<file path="config.mk">
export PLATFORM = sky130hd
export DESIGN_NAME = fdiv_dual_mod
export DESIGN_NICKNAME = d
export VERILOG_FILES = /design/src/rtl/fdiv_pkg.sv /design/src/rtl/fdiv_prescaler.sv /design/src/rtl/fdiv_phase_cnt.sv /design/src/rtl/fdiv_ctrl.sv /design/src/rtl/fdiv_dual_mod.sv
export SDC_FILE = /design/constraint.sdc
export NUM_CORES = 1
export LEC_CHECK = 0
export BUFFER_PORTS_ARGS = -buffer_cell sky130_fd_sc_hd__buf_2
export CORE_ASPECT_RATIO = 0.8
export CORE_MARGIN = 4
export CORE_UTILIZATION = 50
export CTS_CLUSTER_DIAMETER = 200
export DETAILED_ROUTE_END_ITERATION = 8
export GPL_TIMING_DRIVEN = 0
export PLACE_DENSITY = 0.7
export SYNTH_ARGS = -nofsm -noshare
export SYNTH_HDL_FRONTEND = slang
export SYNTH_HIERARCHICAL = 1
export SYNTH_SLANG_ARGS = --single-unit
</file>
<file path="constraint.sdc">
create_clock -name clk -period 4.55 [get_ports clk]
set_clock_uncertainty 0.15 [all_clocks]
set_input_delay 0.91 -clock clk [delete_from_list [all_inputs] [get_ports clk]]
set_output_delay 0.91 -clock clk [all_outputs]
set_load 0.1 [all_outputs]
</file>
<file path="src/rtl/fdiv_pkg.sv">
package fdiv_pkg;

  typedef enum logic [1:0] {
    PH_OFF = 2'd0,
    PH_LO  = 2'd1,
    PH_HI  = 2'd2
  } phase_e;

  // Phase a new frame opens with, given which counts are nonzero.
  function automatic phase_e first_phase(input logic lo_nz, input logic hi_nz);
    if (lo_nz) return PH_LO;
    else if (hi_nz) return PH_HI;
    else return PH_OFF;
  endfunction

  // Terminal count of the core counter for the selected modulus.
  function automatic int unsigned terminal_count(input logic mod_hi, input int unsigned mod_lo);
    return mod_hi ? mod_lo : mod_lo - 1;
  endfunction

  // Input cycles spanned by one frame.
  function automatic int unsigned frame_span(input int unsigned n_lo, input int unsigned n_hi,
                                             input int unsigned mod_lo);
    return n_lo * mod_lo + n_hi * (mod_lo + 1);
  endfunction

endpackage

</file>
<file path="src/rtl/fdiv_prescaler.sv">
module fdiv_prescaler #(
  parameter int unsigned MOD_LO = 10,
  parameter int unsigned PW     = $clog2(MOD_LO + 1)
) (
  input  logic          clk,
  input  logic          rst_n,
  input  logic          run,
  input  logic          mod_hi,
  output logic [PW-1:0] cnt_o,
  output logic          wrap_o
);
  import fdiv_pkg::*;

  logic [PW-1:0] last;
  assign last   = PW'(terminal_count(mod_hi, MOD_LO));
  assign wrap_o = run && (cnt_o == last);

  always_ff @(posedge clk or negedge rst_n) begin
    if (!rst_n)      cnt_o <= '0;
    else if (!run)   cnt_o <= '0;
    else if (wrap_o) cnt_o <= '0;
    else             cnt_o <= cnt_o + 1'b1;
  end
endmodule

</file>
<file path="src/rtl/fdiv_phase_cnt.sv">
module fdiv_phase_cnt #(
  parameter int unsigned CW = 8
) (
  input  logic          clk,
  input  logic          rst_n,
  input  logic          run,
  input  logic          step,
  input  logic [CW-1:0] limit,
  output logic [CW-1:0] cnt_o,
  output logic          done_o
);
  assign done_o = step && (cnt_o == limit - 1'b1);

  always_ff @(posedge clk or negedge rst_n) begin
    if (!rst_n)      cnt_o <= '0;
    else if (!run)   cnt_o <= '0;
    else if (done_o) cnt_o <= '0;
    else if (step)   cnt_o <= cnt_o + 1'b1;
  end
endmodule

</file>
<file path="src/rtl/fdiv_ctrl.sv">
module fdiv_ctrl #(
  parameter int unsigned CW = 8
) (
  input  logic             clk,
  input  logic             rst_n,
  input  logic             en,
  input  logic [CW-1:0]    set_lo,
  input  logic [CW-1:0]    set_hi,
  input  logic             wrap,
  input  logic             done,
  output fdiv_pkg::phase_e phase_o,
  output logic             mod_hi_o,
  output logic             run_o,
  output logic [CW-1:0]    limit_o,
  output logic             first_o,
  output logic             load_o,
  output logic [CW-1:0]    lo_q,
  output logic [CW-1:0]    hi_q
);
  import fdiv_pkg::*;

  logic frame_end;
  assign frame_end = done && ((phase_o == PH_HI) || (hi_q == '0));
  assign load_o    = !en || (phase_o == PH_OFF) || frame_end;
  assign run_o     = en && (phase_o != PH_OFF);
  assign mod_hi_o  = (phase_o == PH_HI);
  assign limit_o   = mod_hi_o ? hi_q : lo_q;

  always_ff @(posedge clk or negedge rst_n) begin
    if (!rst_n) begin
      phase_o <= PH_OFF;
      lo_q    <= '0;
      hi_q    <= '0;
      first_o <= 1'b1;
    end else if (load_o) begin
      phase_o <= first_phase(|set_lo, |set_hi);
      lo_q    <= set_lo;
      hi_q    <= set_hi;
      first_o <= 1'b1;
    end else begin
      if (done) phase_o <= PH_HI;
      if (wrap) first_o <= 1'b0;
    end
  end
endmodule

</file>
<file path="src/rtl/fdiv_dual_mod.sv">
module fdiv_dual_mod #(
  parameter int unsigned MOD_LO = 10,
  parameter int unsigned CW     = 8
) (
  input  logic          clk,
  input  logic          rst_n,
  input  logic          en,
  input  logic [CW-1:0] cnt_lo_i,
  input  logic [CW-1:0] cnt_hi_i,
  output logic          div_pulse_o,
  output logic          frame_start_o
);
  import fdiv_pkg::*;

  localparam int unsigned PW = $clog2(MOD_LO + 1);

  phase_e        phase;
  logic          mod_hi;
  logic          run;
  logic          wrap;
  logic          done;
  logic          first;
  logic          load;
  logic [CW-1:0] limit;
  logic [CW-1:0] lo_q;
  logic [CW-1:0] hi_q;
  logic [PW-1:0] pre_cnt;
  logic [CW-1:0] sel_cnt;

  fdiv_prescaler #(.MOD_LO(MOD_LO), .PW(PW)) u_pre (
    .clk(clk), .rst_n(rst_n), .run(run), .mod_hi(mod_hi),
    .cnt_o(pre_cnt), .wrap_o(wrap)
  );

  fdiv_phase_cnt #(.CW(CW)) u_sel (
    .clk(clk), .rst_n(rst_n), .run(run), .step(wrap), .limit(limit),
    .cnt_o(sel_cnt), .done_o(done)
  );

  fdiv_ctrl #(.CW(CW)) u_ctrl (
    .clk(clk), .rst_n(rst_n), .en(en), .set_lo(cnt_lo_i), .set_hi(cnt_hi_i),
    .wrap(wrap), .done(done), .phase_o(phase), .mod_hi_o(mod_hi),
    .run_o(run), .limit_o(limit), .first_o(first), .load_o(load),
    .lo_q(lo_q), .hi_q(hi_q)
  );

  assign div_pulse_o   = wrap;
  assign frame_start_o = wrap && first;
endmodule

</file>
### Yosys cells after proc, flatten, opt, wreduce, memory -nomap -nowiden

Cells that the tools add are included.

| word-level totals | value |
|---|---|
| flip-flop bits (word level) | 31 |
| input bits | 19 |
| output and inout bits | 2 |
| word-level logic and storage cells | 42 |

| operators by class | value |
|---|---|
| add/sub/neg operators | 3 |
| equality and inequality tests | 4 |
| multiplexer cells | 13 |
| reduce and logical (&&, ||, !) cells | 16 |

Operators by type and width:

| kind | number |
|---|---|
| $mux 8 | 4 |
| $reduce_or 8->1 | 2 |
| $mux 2 | 5 |
| $add 8x1->8 const B | 1 |
| $eq 8x8->1 | 1 |
| $logic_not 8->1 | 1 |
| $mux 4 | 2 |
| $sub 8x1->8 const B | 1 |
| $reduce_bool 2->1 | 3 |
| $logic_and 1x1->1 | 5 |
| $add 4x1->4 const B | 1 |
| $eq 4x4->1 | 1 |
| $logic_or 1x1->1 | 3 |
| $ne 3x1->1 const B | 1 |
| $eq 2x2->1 const B | 1 |
| $logic_not 2->1 | 1 |
| $mux 1 | 2 |
| $logic_not 1->1 | 1 |

### Depth between registers and ports, before layout

| logic depth | value |
|---|---|
| depth after elaboration | 8 |
| gate-level depth with buffers | 14 |
| mapped depth without buffers | 12 |

### By module

The synthesis kept the hierarchy.

By module, submodules not included:

| module | times used | cells each | area each (um^2) | sequential area each (um^2) |
|---|---|---|---|---|
| fdiv_ctrl | 1 | 73 | 967.2 | 476.7 |
| fdiv_phase_cnt | 1 | 84 | 713.2 | 200.2 |
| fdiv_prescaler | 1 | 19 | 205.2 | 100.1 |
| fdiv_dual_mod | 1 | 1 | 6.3 | 0.0 |

### Worst setup path before layout

No wires, ideal clock.

| path | value |
|---|---|
| path kind | register to output |
| from | reg u_ctrl.phase_o[0] |
| to | out frame_start_o |
| data arrival time | 3221 ps |
| required time | 3490 ps |
| path slack | 269 ps |
| stages on the path, launching flop included | 8 |
| path buffers | 1 |
| path through | dfrtp_1 -> nand2b_1 -> clkbuf_1 -> inv_1 -> or3b_1 -> a21oi_2 -> and2_1 -> and2_1 |

| on the way | value |
|---|---|
| word-level cells in the longest chain between the ends | 5 |
| elaborated cells on any way between the ends | 7 |
| classes of those cells | eq/ne (2); mux (1); reduce/logical (4) |

Ends and longest elaborated chain:

| what | RTL line | source |
|---|---|---|
| start, declared | fdiv_ctrl.sv:11 | `output fdiv_pkg::phase_e phase_o,` |
| start signal, assigned | fdiv_ctrl.sv:36 | `phase_o <= first_phase(\|set_lo, \|set_hi);` |
| $eq 2x2->1 | fdiv_ctrl.sv:26 | `assign mod_hi_o = (phase_o == PH_HI);` |
| via mod_hi | fdiv_dual_mod.sv:18 | `logic mod_hi;` |
| $mux 2 | fdiv_pkg.sv:18 | `return mod_hi ? mod_lo : mod_lo - 1;` |
| $eq 4x4->1 | fdiv_prescaler.sv:16 | `assign wrap_o = run && (cnt_o == last);` |
| $logic_and 1x1->1 | fdiv_prescaler.sv:16 |  |
| via div_pulse_o | fdiv_dual_mod.sv:10 | `output logic div_pulse_o,` |
| $logic_and 1x1->1 | fdiv_dual_mod.sv:48 | `assign frame_start_o = wrap && first;` |
| end, declared | fdiv_dual_mod.sv:11 | `output logic frame_start_o` |

The timed path passes the listed nets, and every way through them passes these cells.

### Worst setup path in the final report

| path | value |
|---|---|
| from | reg u_ctrl.phase_o[1] |
| to | reg u_ctrl.hi_q[6] |

| on the way | value |
|---|---|
| word-level cells in the longest chain between the ends | 7 |
| elaborated cells on any way between the ends | 15 |
| classes of those cells | add/sub (1); eq/ne (3); mux (2); reduce/logical (9) |

Ends and longest elaborated chain:

| what | RTL line | source |
|---|---|---|
| $eq 2x2->1 (*) | fdiv_ctrl.sv:26 |  |
| via mod_hi | fdiv_dual_mod.sv:18 |  |
| $mux 8 / $mux 2 (equally long branches) | fdiv_ctrl.sv:27, fdiv_pkg.sv:18 |  |
| $sub 8x1->8 / $eq 4x4->1 (equally long branches) | fdiv_phase_cnt.sv:12, fdiv_prescaler.sv:16 |  |
| $eq 8x8->1 / $logic_and 1x1->1 (equally long branches) | fdiv_phase_cnt.sv:12, fdiv_prescaler.sv:16 |  |
| $logic_and 1x1->1 (*) | fdiv_phase_cnt.sv:12 | `assign done_o = step && (cnt_o == limit - 1'b1);` |
| via done | fdiv_dual_mod.sv:21 | `logic done;` |
| $logic_and 1x1->1 (*) | fdiv_ctrl.sv:23 | `assign frame_end = done && ((phase_o == PH_HI) \|\| (hi_q == '0));` |
| $logic_or 1x1->1 (*) | fdiv_ctrl.sv:24 | `assign load_o = !en \|\| (phase_o == PH_OFF) \|\| frame_end;` |
| via load | fdiv_dual_mod.sv:23 | `logic load;` |
| end signal, assigned | fdiv_ctrl.sv:38 | `hi_q <= set_hi;` |
| end, declared | fdiv_ctrl.sv:18 | `output logic [CW-1:0] hi_q` |

Mark *: on every way through the listed nets, which the timed path passes. The rest lies on a longest branch.
A chain may end at the register's enable or synchronous reset.

==> results.sh <==
export IMPL_m1WireLength_microns=1966
export IMPL_start_util_pct=53.41
export IMPL_power_mw=0.8591
export IMPL_worstMarginPinSlew_ns=0.6920
export IMPL_max_clock_freq_ghz=0.2435
export IMPL_critPathSlowestCell="a211oi_4"
export IMPL_ys_seq_area_share_pct=41.07
export IMPL_syn_to_final_growth_pct=12.90
export IMPL_holdPathEnd="u_ctrl/first_o$_DFFE_PN1P_"
export IMPL_path_delay_family="simple AND/OR/NAND/NOR gates"
export IMPL_port_buffer_count=20
export IMPL_vias_per_cell=5.870
export IMPL_gr_total_overflow=0
export IMPL_path_clk_slew_ns=0.06
export IMPL_slew_limit_headroom_pct=53.86
export IMPL_layout_drive_gt1_share_pct=27.80
export IMPL_cts_buffer_depth=2
export IMPL_die_width_microns=76.77
export IMPL_cp_max_fo=14
export IMPL_ios=21
export IMPL_route_met3_wl_microns=204
export IMPL_antenna_found_initial=0
export IMPL_endpoint_kind="flip-flop"
export IMPL_maxSlewViolCount=0
export IMPL_post_cts_buffers=0
export IMPL_cts_hold_buf=0
export IMPL_hold_start="u_ctrl/first_o$_DFFE_PN1P_"
export IMPL_synthFlopType="dfrtp_1"
export IMPL_hp_class="flip-flop to flip-flop"
export IMPL_r2r_start="u_ctrl/phase_o[1]$_DFFE_PN0P_"
export IMPL_synth_edf_count=0
export IMPL_wl_per_cell_microns=16.52
export IMPL_pwr_density_cell_nw_per_um2=402.2
export IMPL_core_sq_um=3542
export IMPL_cp_startpoint="u_ctrl/phase_o[1]$_DFFE_PN0P_"
export IMPL_fin_nets=226
export IMPL_grt_pass1_vias=1500
export IMPL_cp_buffers_inverters=3
export IMPL_synthCells=177
export IMPL_clock_sinks=31
export IMPL_yosysMostFrequentCell="dfrtp_1"
export IMPL_crit_type="flip-flop to flip-flop"
export IMPL_routed_wl_met2_microns=1866
export IMPL_finish_utilization_pct=60.30
export IMPL_antenna_cells=0
export IMPL_cap_violations=0
export IMPL_min_period_ns=4.107
export IMPL_synth_area_leaders="dfrtp_1 (40%), mux2_4 (6.3%), mux2_2 (4.8%), mux2_1 (3.6%), o21ai_0 (3.4%)"
export IMPL_slowest_delay_ns=0.63
export IMPL_die_height_microns=63.02
export IMPL_vias=1450
export IMPL_drtIter0Drc=72
export IMPL_worst_r2r_setup_slack_ns=0.44
export IMPL_ff2ff_path_depth=12
export IMPL_required_ns=4.56
export IMPL_synth_commonest_cells="dfrtp_1 (30), o21ai_0 (13)"
export IMPL_detail_route_antenna_nets=0
export IMPL_firstDrtPassIters=4
export IMPL_fin_tns_setup_ns=0
export IMPL_clkLatencyLatePin_ns=0.28
export IMPL_ir_drop_mv=0.1924
export IMPL_cts_tree="built"
export IMPL_place_gp_congestion=0.7971
export IMPL_yosys_warnings=6
export IMPL_post_cts_resized=0
export IMPL_r2r_end="u_ctrl/hi_q[6]$_DFFE_PN0P_"
export IMPL_grt_usage_pct=18.25
export IMPL_die_area_sq_um=4838
export IMPL_remaining_drc_errors=0
export IMPL_top_layer="met4"
export IMPL_final_hold_viol_count=0
export IMPL_yosysTopAreaCellShare_pct=39.68
export IMPL_hpwlAfterDp_microns=3047
export IMPL_fin_crit_sh_pct=90.25
export IMPL_cts_htree_levels=2
export IMPL_leakagePower_nw=0.9316
export IMPL_grt_max_degree=32
export IMPL_cts_buffers=5
export IMPL_syn_avg_cell_area_sq_um=10.69
export IMPL_async_flop_share_pct=100.0
export IMPL_run_status="complete, no violations"
export IMPL_grt_setup_unrepaired="false"
export IMPL_routed_wl_microns=4080
export IMPL_start_kind="flip-flop"
export IMPL_crit_chain="nand2b_1 > clkbuf_1 > inv_1 > or3b_1 > a21oi_2 > and2_1 > o2111ai_1 > a211oi_4 > nor2_2 > nor2_8 > buf_8 > mux2_4"
export IMPL_synth_net_count=199
export IMPL_cp_num_cells=12
export IMPL_ys_types=50
export IMPL_cts_root_buf="clkbuf_8"
export IMPL_yosysTopAreaCell="dfrtp_1"
export IMPL_arrival_ns=4.12
export IMPL_whs_path_depth=2
export IMPL_syn_cell_area_sq_um=1892
export IMPL_rows=19
export IMPL_synth_seq_cells=31
export IMPL_setup_viol=0
export IMPL_grt_pass1_wl_microns=7038
worst min-delay path: stages, from the launching register on:
cell and delay [ns]:
dfstp_2 0.37, inv_1 0.05, o22ai_1 0.07
layout by cell type, fill, tap and decap left out, types with 2 or more instances in the layout:
master,count
mux2_1,6
xnor2_1,7
nor3_1,8
nor4_1,2
and3_1,5
nand2_1,8
or4_1,2
o21ai_0,13
xor2_1,5
ha_1,3
o21ai_1,5
a21oi_2,2
nor2_1,7
nor3b_1,2
clkbuf_8,6
nand3b_1,4
mux2_2,8
and2_1,2
clkbuf_1,4
a21oi_1,4
nand2b_1,3
a41oi_1,2
buf_2,21
inv_1,5
nand3_1,7
mux2_4,8
nor4_2,2
dfrtp_1,30
worst max path at each step:
stage	slack, ns	end
final	0.44	u_ctrl/hi_q[6]$_DFFE_PN0P_
after global routing	0.17	u_ctrl/lo_q[7]$_DFFE_PN0P_
after CTS	0.47	u_ctrl/hi_q[6]$_DFFE_PN0P_
after detailed placement	0.47	u_ctrl/hi_q[6]$_DFFE_PN0P_
after global placement	0.56	u_ctrl/lo_q[4]$_DFFE_PN0P_
after floorplan	0.27	frame_start_o
power by group:
group | internal [mW] | switching, mW | leakage, nW
Combinational | 0.136 | 0.146 | 0.497
Clock | 0.122 | 0.0996 | 0.0482
Sequential | 0.319 | 0.0370 | 0.386
Total | 0.577 | 0.282 | 0.932
final cells by class:
cell class | instances | area, sq um
fillers | 304 | 1406
multi-input cells | 134 | 1056
flip-flops and latches | 31 | 777.0
repair buffers | 20 | 100.1
clock buffers | 7 | 86.33
well taps | 42 | 52.55
plain buffers | 7 | 40.04
inverters | 5 | 18.77
clock inverters | 1 | 5.005
registers in the layout (all words and copies together) (netlist names):
name            cells
u_ctrl/hi_q         8
u_ctrl/lo_q         8
u_pre/cnt_o         4
u_sel/cnt_o         8
u_ctrl/phase_o      2
u_ctrl/first_o      1
cell families after synthesis:
family	count (synthesis)	share of synthesized area, %
and+or+nand+nor	61	20.90
AOI/OAI and AO/OA	35	12.17
DFF	31	41.07
muxes	23	15.21
xor gates and xnor gates	12	5.556
buffers and inverters	12	3.108
adders and majority gates	3	1.984
per-layer routing:
metal | track usage [%] | vias to the layer above
li1 | - | 700
met1 | 24.95 | 708
met2 | 27.50 | 36
met3 | 4.899 | 6
met4 | 7.014 | 0
met5 | 0 | -
stage by stage:
stage / instance area (sq um) / hold slack [ns] / cells / setup WS [ns]
after floorplan: 1892 / 0.3022 / 177 / 0.2691
after global placement: 2044 / 0.3172 / 239 / 0.5632
after detailed placement: 2044 / 0.3313 / 239 / 0.4744
after CTS: 2136 / 0.3411 / 247 / 0.4696
after global routing: 2136 / 0.3614 / 247 / 0.1679
final: 2136 / 0.3380 / 247 / 0.4434
Note: power is estimated with default switching activity, not from simulation.
